File: config.mk
export PLATFORM = sky130hd
export DESIGN_NAME = ioblk_decoder
export DESIGN_NICKNAME = d
export VERILOG_FILES = /design/src/rtl/ioblk_pkg.sv /design/src/rtl/ioblk_match.sv /design/src/rtl/ioblk_qual.sv /design/src/rtl/ioblk_subdec.sv /design/src/rtl/ioblk_xcvr.sv /design/src/rtl/ioblk_decoder.sv
export SDC_FILE = /design/constraint.sdc
export NUM_CORES = 1
export LEC_CHECK = 0
export BUFFER_PORTS_ARGS = -buffer_cell sky130_fd_sc_hd__buf_2
export CAP_MARGIN = 20
export CORE_AREA = 2 2 39 41
export DETAILED_ROUTE_END_ITERATION = 7
export DIE_AREA = 0 0 41 43
export PLACE_DENSITY = 0.66
export SYNTH_ARGS = -nofsm -noshare
export SYNTH_HDL_FRONTEND = slang
export SYNTH_SLANG_ARGS = --single-unit
export TNS_END_PERCENT = 30
File: constraint.sdc
create_clock -name vclk -period 2.1
set_input_delay 0.315 -clock vclk [all_inputs]
set_output_delay 0.315 -clock vclk [all_outputs]
set_load 0.01 [all_outputs]
File: src/rtl/ioblk_pkg.sv
package ioblk_pkg;
  localparam int unsigned BUS_AW    = 8;
  localparam int unsigned SUB_AW    = 4;
  localparam int unsigned SUB_LINES = 8;
  localparam int unsigned GRP_W     = 2;

  typedef enum logic [GRP_W-1:0] {
    GRP_1 = 2'd0,
    GRP_2 = 2'd1,
    GRP_4 = 2'd2,
    GRP_8 = 2'd3
  } grp_e;
endpackage

File: src/rtl/ioblk_match.sv
module ioblk_match #(
  parameter int unsigned AW = 8
) (
  input  logic [AW-1:0] addr,
  input  logic [AW-1:0] mask,
  input  logic [AW-1:0] start_inv,
  output logic          hit
);
  logic [AW-1:0] bit_ok;

  // One slice per line: an unmasked line always passes. A masked line
  // passes when it differs from its inverted start bit.
  for (genvar i = 0; i < AW; i++) begin : g_slice
    assign bit_ok[i] = ~mask[i] | (addr[i] ^ start_inv[i]);
  end

  assign hit = &bit_ok;
endmodule

File: src/rtl/ioblk_qual.sv
module ioblk_qual (
  input  logic hit,
  input  logic iorq_n,
  input  logic mreq_n,
  input  logic m1_n,
  input  logic use_mreq,
  input  logic gate_m1,
  output logic sel
);
  logic strobe;
  logic m1_ok;

  always_comb begin
    strobe = use_mreq ? ~mreq_n : ~iorq_n;
    m1_ok  = ~(gate_m1 & ~m1_n);
    sel    = hit & strobe & m1_ok;
  end
endmodule

File: src/rtl/ioblk_subdec.sv
module ioblk_subdec #(
  parameter int unsigned SUB_AW    = 4,
  parameter int unsigned SUB_LINES = 8,
  parameter int unsigned GRP_W     = 2
) (
  input  logic [SUB_AW-1:0]    low_addr,
  input  logic [GRP_W-1:0]     grp,
  input  logic                 sel,
  output logic [SUB_LINES-1:0] sub_n
);
  logic [SUB_AW-1:0] idx;

  assign idx = low_addr >> grp;

  for (genvar j = 0; j < SUB_LINES; j++) begin : g_line
    assign sub_n[j] = ~(sel && (idx == SUB_AW'(j)));
  end
endmodule

File: src/rtl/ioblk_xcvr.sv
module ioblk_xcvr (
  input  logic sel,
  input  logic rd_n,
  input  logic always_on,
  input  logic write_only,
  output logic en_n,
  output logic dir_n
);
  always_comb begin
    en_n  = ~(always_on | sel);
    dir_n = ~(sel & ~rd_n & ~write_only);
  end
endmodule

File: src/rtl/ioblk_decoder.sv
module ioblk_decoder
  import ioblk_pkg::*;
(
  input  logic [BUS_AW-1:0]    addr,
  input  logic                 iorq_n,
  input  logic                 mreq_n,
  input  logic                 m1_n,
  input  logic                 rd_n,
  input  logic [BUS_AW-1:0]    cfg_cmp_mask,
  input  logic [BUS_AW-1:0]    cfg_start_inv,
  input  logic                 cfg_use_mreq,
  input  logic                 cfg_gate_m1,
  input  logic [GRP_W-1:0]     cfg_grp,
  input  logic                 cfg_xcvr_always,
  input  logic                 cfg_write_only,
  output logic                 blk_sel_n,
  output logic [SUB_LINES-1:0] sub_sel_n,
  output logic                 xcvr_en_n,
  output logic                 xcvr_dir_n
);
  logic hit;
  logic sel;

  ioblk_match #(.AW(BUS_AW)) u_match (
    .addr      (addr),
    .mask      (cfg_cmp_mask),
    .start_inv (cfg_start_inv),
    .hit       (hit)
  );

  ioblk_qual u_qual (
    .hit      (hit),
    .iorq_n   (iorq_n),
    .mreq_n   (mreq_n),
    .m1_n     (m1_n),
    .use_mreq (cfg_use_mreq),
    .gate_m1  (cfg_gate_m1),
    .sel      (sel)
  );

  ioblk_subdec #(
    .SUB_AW    (SUB_AW),
    .SUB_LINES (SUB_LINES),
    .GRP_W     (GRP_W)
  ) u_subdec (
    .low_addr (addr[SUB_AW-1:0]),
    .grp      (cfg_grp),
    .sel      (sel),
    .sub_n    (sub_sel_n)
  );

  ioblk_xcvr u_xcvr (
    .sel        (sel),
    .rd_n       (rd_n),
    .always_on  (cfg_xcvr_always),
    .write_only (cfg_write_only),
    .en_n       (xcvr_en_n),
    .dir_n      (xcvr_dir_n)
  );

  assign blk_sel_n = ~sel;
endmodule

After elaboration in Yosys (flattened, before gate mapping). Cells that the tools add are included. W data, S select, Z words.

Bits in registers: 0. Output and inout bits: 11.

Equal/unequal tests: 7. Shift-type cells: 1. Multiplexer cells: 1. Bitwise logic cells: 47. Reduce and logical (&&, ||, !) cells: 10.

Operator list (count): $not A1 Y1 (25); $eq A4 B3 Y1 const B (4); $or A1 B1 Y1 (9); $eq A4 B2 Y1 const B (2); $logic_and A1 B1 Y1 (8); $reduce_and A8 Y1 (1); $xor A1 B1 Y1 (8); $and A1 B1 Y1 (5); $eq A4 B1 Y1 const B (1); $logic_not A4 Y1 (1); $shr A4 B2 Y4 (1); $mux W1 (1).

Logic depth before layout (Yosys ltp). Gate-level depths: netlist (run 1).

Depth in word-level cells: 8. Gate-level depth with buffers: 5. Gate-level depth less buffers: 4.

Cells and area by module. From an unflattened synthesis (run 1), not the netlist that was laid out.

Cell total of the unflattened synthesis: 53. Area, all modules: 379.1 um^2.

Modules (own cells, without submodules): ioblk_subdec (times used 1, cells an instance 34, area each 231.5 um^2, seq. area each 0.0 um^2); ioblk_match (times used 1, cells an instance 13, area each 108.9 um^2, seq. area each 0.0 um^2); ioblk_qual (times used 1, cells an instance 3, area each 22.5 um^2, seq. area each 0.0 um^2); ioblk_xcvr (times used 1, cells an instance 2, area each 12.5 um^2, seq. area each 0.0 um^2); ioblk_decoder (times used 1, cells an instance 1, area each 3.8 um^2, seq. area each 0.0 um^2).

Least setup slack after synthesis (run 1). OpenSTA, ideal clock, no wires.

Kind: input-to-output. From: in addr[4]. To: out sub_sel_n[0]. Data arrival time: 1.306 ns. Data required time: 1.785 ns. Slack: 0.479 ns. Stages on the path: 5. Path through: xnor2_1 a22o_1 a2111oi_2 buf_2 nand3_1.

Word-level cells in the longest chain between the ends: 7.

RTL lines: from (decl) (RTL line ioblk_decoder.sv:4) `input logic [BUS_AW-1:0] addr,`; $xor A1 B1 Y1 (RTL line ioblk_match.sv:14) `assign bit_ok[i] = ~mask[i] | (addr[i] ^ start_inv[i]);`; $or A1 B1 Y1 (RTL line ioblk_match.sv:14); $reduce_and A8 Y1 (RTL line ioblk_match.sv:17) `assign hit = &bit_ok;`; $and A1 B1 Y1 (2 in a row) (RTL line ioblk_qual.sv:16) `sel = hit & strobe & m1_ok;`; $logic_and A1 B1 Y1 (RTL line ioblk_subdec.sv:16) `assign sub_n[j] = ~(sel && (idx == SUB_AW'(j)));`; $not A1 Y1 (RTL line ioblk_subdec.sv:16); to (decl) (RTL line ioblk_decoder.sv:17) `output logic [SUB_LINES-1:0] sub_sel_n,`.

No other way between the ends.

Worst setup path after layout (run 1).
From: in addr[4]. To: out sub_sel_n[3].

The elaborated chain is that of the path after synthesis.

==> flow_metrics.tcl, run 1 <==
set metrics [dict create \
    seq_cells 0 \
    antenna_found_initial 0 \
    hp-class "in2out" \
    slew_headroom_pct 75.2 \
    wire_per_inst_microns 9.05 \
    p_sw_share_pct 45.6 \
    drc_errors 0 \
    timing.final.hold_violations 0 \
    ys.warnings.count 0 \
    syn_area_sq_um 322 \
    rsz0062_at_grt "false" \
    grt.overflow.total 0 \
    setup_viol 0 \
    p_seq_share_pct 0 \
    clock_buffers 0 \
    finalCritPeriodShare_pct 84.8 \
    synth_top_cell_by_area "xnor2_1" \
    fillers 171 \
    postRouteAntennaNets 0 \
    p_total_uw 107 \
    synthToLayoutAreaGrowth_pct 78.2 \
    crit_buf_inv 3 \
    worst_setup_path_end_kind "primary output" \
    grt_pass1_wl_microns 1660 \
    portBuffers 45 \
    combPwrFrac_pct 100.0 \
    power_density_nw_per_um2 186 \
    ys_seq_area_share_pct 0 \
    routed_wl_microns 1000 \
    critical_path.most_common_cell "buf_2" \
    avgViaCountPerCell 4.59 \
    synthCells 50 \
    path_cells "buf_2 > xnor2_1 > a22o_1 > a2111oi_2 > buf_4 > nand3_1 > buf_2" \
    grt_pass1_vias 442 \
    gp_congestion 0.726 \
    outcome "completed" \
    grtUsageTotal_pct 12.2 \
    critPathLaunch "addr[4]" \
    maxCapViolCount 0 \
    firstDrtPassIters 4 \
    critPathRequiredTime_ps 1780 \
    design.die.area_sq_um 1760 \
    regArea_sq_um 0 \
    hold_buffers 0 \
    layout-drive-gt1-share_pct 52.6 \
    final_common_cell "buf_2" \
    cp_slowest_cell "a2111oi_2" \
    die_y_microns 43 \
    p_switching_uw 48.6 \
    clockPowerShare_pct 0 \
    nets 131 \
    fp.coreArea_sq_um 1380 \
    hpwlAfterDp_microns 943 \
    avgSynthCellArea_sq_um 6.43 \
    fin_crit_ps 1780 \
    grt_max_degree 12 \
    tightestPinTransition_ps 373 \
    mostFrequentLayoutCells "buf_2 (45), nand3_1 (9), xnor2_1 (8), nor2_1 (5)" \
    setup_tns_ps 0 \
    synth_top_area_share_pct 21.8 \
    synth.distinct_cells 22 \
    num_vias 510 \
    initial_core_util_pct 23.2 \
    antenna_cells_inserted 0 \
    placementRows 14 \
    ios 45 \
    peakVddDrop_v 0.0000595 \
    drt_iter0_markers 5 \
    post_cts_resized 0 \
    syn-num-nets 84 \
    slowest_delay_ps 270 \
    synthTopCellsByArea "xnor2_1 (22%), nand3_1 (14%), mux2i_1 (6.2%), nor2_1 (5.8%), a22o_1 (5.4%)" \
    slew_viol_final 0 \
    arrival_ps 1470 \
    p_int_uw 58.0 \
    hp-start "cfg_xcvr_always" \
    fp.dieW_microns 41 \
    cpLargestDelayFamily "compound AO/OA/AOI/OAI gates" \
    clock.fmax_ghz 0.562 \
    cts_setup_buffers 0 \
    leakage_nw 0.271 \
    worstSetupPathType "in2out" \
    critPathMaxFanout 11 \
    start_kind "input pin" \
]
## layout make-up
class	instances	area [sq um]	share of cell area, %
timing repair buffer	47	240	41.9
inverter	3	11.3	1.97
tap	16	20.0	3.49
multi-input combinational	45	302	52.6
## stage by stage
step                      instances  setup WS, ps  utilization (%)  instance area [sq um]  hold WS (ps)
after CTS                       111           300             41.4                    573           864
after floorplan                  50           479                -                    322           674
after detailed placement        111           300             41.4                    573           863
final                           111           319             41.4                    573           861
after global routing            111           185             41.4                    573           866
after global placement          111           308             41.4                    573           862
## routing by layer
| metal | routed length (microns) | share of wire [%] | GRT usage (%) | vias up |
|---|---|---|---|---|
| met1 | 393 | 39 | 15.5 | 222 |
| met3 | 56 | 5.6 | 0 | 0 |
| met5 | 0 | 0 | 0 | - |
| met2 | 554 | 55 | 22.8 | 12 |
| met4 | 0 | 0 | 0 | 0 |
| li1 | - | - | - | 276 |
## synth_stat cells, types with 2 or more instances
library cell	count
o21ai_0	3
a22o_1	2
nor2_1	5
xnor2_1	8
inv_1	3
a22oi_1	2
nand3_1	9
nand2_1	3
mux2i_1	2
## power groups by stage
stage | combinational [mW] | sequential [mW] | clock, mW
final | 0.107 | 0 | 0
after global routing | 0.119 | 0 | 0
after CTS | 0.108 | 0 | 0
after detailed placement | 0.107 | 0 | 0
after global placement | 0.105 | 0 | 0
after floorplan | 0.0557 | 0 | 0
## path summary, 6_finish.rpt
| check | end | slack, ps | cells after the start |
|---|---|---|---|
| setup / recovery | sub_sel_n[3] | 320 | 7 |
| hold / removal | xcvr_en_n | 860 | 3 |
## cells by family after synthesis
family	count (synthesis)	synth area share, %
compound gates	14	33.5
mux	2	6.23
simple gates	21	32.3
buf+inv	5	6.22
xor+xnor	8	21.8
Power figures use the tool's default switching activity.
==> run 2: changes to the inputs <==
--- a/config.mk
+++ b/config.mk
@@ -5,12 +5,13 @@
 export SDC_FILE = /design/constraint.sdc
 export NUM_CORES = 1
 export LEC_CHECK = 0
+export ABC_AREA = 1
 export BUFFER_PORTS_ARGS = -buffer_cell sky130_fd_sc_hd__buf_2
 export CAP_MARGIN = 20
 export CORE_AREA = 2 2 39 41
 export DETAILED_ROUTE_END_ITERATION = 7
 export DIE_AREA = 0 0 41 43
-export PLACE_DENSITY = 0.66
+export PLACE_DENSITY = 0.76
 export SYNTH_ARGS = -nofsm -noshare
 export SYNTH_HDL_FRONTEND = slang
 export SYNTH_SLANG_ARGS = --single-unit
==> constraint.sdc (replaced) <==
create_clock -name vclk -period 1.7
set_input_delay 0.255 -clock vclk [all_inputs]
set_output_delay 0.255 -clock vclk [all_outputs]
set_load 0.01 [all_outputs]
==> run 2 against run 1 <==
Power rose by 40%; final area rose by 20%; die area did not move; synthesized cell count rose by 90%; combinational power rose by 39%; clock-buffer cell count did not move; first-iteration DRC count did not move.
==> flow_metrics.tcl, run 2 <==
set metrics [dict create \
    ios 45 \
    fp.coreArea_sq_um 1380 \
    cts_setup_buffers 0 \
    gp_congestion 0.719 \
    outcome "completed" \
    slew_viol_final 0 \
    utilization_pct 49.6 \
    peakVddDrop_v 0.0000921 \
    clockPowerShare_pct 0 \
    worstSetupPathType "in2out" \
    regArea_sq_um 0 \
    p_sw_share_pct 56.1 \
    dp_slack_ps 229 \
    synthToLayoutAreaGrowth_pct 55.5 \
    antenna_found_initial 0 \
    setup_slack_ps 225 \
    dp.cells 156 \
    critPathRequiredTime_ps 1440 \
    finalCritPeriodShare_pct 86.7 \
    grt_max_degree 10 \
    p_seq_share_pct 0 \
    initial_core_util_pct 31.9 \
    slowest_delay_ps 150 \
    cp_slowest_cell "nor2_2" \
    firstDrtPassIters 4 \
    worst_setup_path_end_kind "primary output" \
    synthTopCellsByArea "nand2_1 (31%), inv_1 (13%), nor2_1 (10%), nand3_1 (9.1%), nand2_2 (8.5%)" \
    critical_path.most_common_cell "nand2_1" \
    syn_area_sq_um 442 \
    maxCapViolCount 0 \
    final_common_cell "buf_2" \
    clock.fmax_ghz 0.678 \
    antenna_cells_inserted 0 \
    hpwlAfterDp_microns 1140 \
    yosysMostFrequentCell "nand2_1" \
    power_density_nw_per_um2 217 \
    avgViaCountPerCell 4.37 \
    grt_pass1_vias 545 \
    path_cells "buf_2 > inv_2 > nand2_1 > nand2_1 > nor2_1 > nor2_2 > inv_2 > nor2_8 > nand2_1 > buf_2" \
    multi_input_area_sq_um 363 \
    grt.overflow.total 0 \
    hold_buffers 0 \
    timing.final.hold_violations 0 \
    design.die.area_sq_um 1760 \
    synth.distinct_cells 15 \
    portBuffers 45 \
    layout-drive-gt1-share_pct 45.7 \
    grt_pass1_wl_microns 1940 \
    clock_buffers 0 \
    postRouteAntennaNets 0 \
    combPwrFrac_pct 100.0 \
    critical_path.endpoint "sub_sel_n[4]" \
    hp-start "cfg_write_only" \
    tightestPinTransition_ps 210 \
    start_kind "input pin" \
    die_y_microns 43 \
    rsz0062_at_grt "false" \
    fillers 145 \
    placementRows 14 \
    setup_tns_ps 0 \
    arrival_ps 1220 \
    ys_seq_area_share_pct 0 \
    fin_crit_ps 1470 \
    hp-class "in2out" \
    nets 176 \
    p_int_uw 65.4 \
    p_total_uw 149 \
    synthTopCellsByCount "nand2_1 (37), inv_1 (15), nor2_1 (12), nand3_1 (8)" \
    fp.dieW_microns 41 \
    post_cts_resized 0 \
    synth_top_area_share_pct 31.4 \
    fin_cells 156 \
    routed_wl_microns 1220 \
    critPathLaunch "addr[3]" \
    grtUsageTotal_pct 14.6 \
    slew_headroom_pct 86.0 \
    ys.warnings.count 0 \
    avgSynthCellArea_sq_um 4.65 \
    synthCells 95 \
    seq_cells 0 \
    p_switching_uw 83.5 \
    syn-num-nets 129 \
    drc_errors 0 \
    mostFrequentLayoutCells "buf_2 (45), nand2_1 (37), inv_1 (15), nor2_1 (12), nand3_1 (8)" \
    wire_per_inst_microns 7.79 \
    critPathMaxFanout 9 \
    synth_top_cell_by_area "nand2_1" \
    num_vias 682 \
    leakage_nw 0.431 \
    setup_viol 0 \
    drt_iter0_markers 5 \
]
[run 2: cell count changes in the layout (fill, tap and decap cells not counted), sizes merged, moves of 7 or more]
| cell | delta |
|---|---|
| inv | +18 |
| nand2 | +40 |
| nor2 | +10 |
| xnor2 | -7 |
[run 2: metrics by stage]
step                      hold WS [ps]  area, sq um
after floorplan                    621          442
after global placement             778          687
after detailed placement           773          687
after CTS                          774          687
after global routing               825          687
final                              771          687
[run 2: cell type report]
type	instances	share of cell area, %
well taps	16	2.91
inverters	21	11.5
repair buffers	45	32.8
multi-input cells	74	52.8
[run 2: worst min-delay path by stage]
stage / endpoint / slack, ps / cells after the start
6_report: xcvr_dir_n / 770 / 4
5_1_grt: xcvr_dir_n / 830 / 4
2_1_floorplan: xcvr_dir_n / 620 / 2
4_1_cts: xcvr_dir_n / 770 / 4
3_3_place_gp: xcvr_dir_n / 780 / 4
3_5_place_dp: xcvr_dir_n / 770 / 4
[run 2: cells by family after synthesis]
group           after synthesis  synth area share, %
compound gates                7                 13.6
xor+xnor                      1                 1.98
simple gates                 66                 66.6
buf+inv                      21                 17.8
[run 2: layer usage]
layer  vias to the layer above  wire, microns  share of wire (%)  GRT usage, %
li1                        372              -                  -             -
met1                       287            462                 38          17.1
met2                        23            661                 54          27.8
met3                         0             92                7.6         0.524
met4                         0              0                  0          1.33
met5                         -              0                  0             0
[run 2: power groups by stage]
stage	sequential, mW	clock [mW]	combinational [mW]
after floorplan	0	0	0.0892
after global placement	0	0	0.145
after detailed placement	0	0	0.150
after CTS	0	0	0.150
after global routing	0	0	0.172
final	0	0	0.149
[run 2: critical path, delay by kind of cell]
kind / cells / cell delay, ps
simple gates: 6 / 520
buf+inv: 4 / 440
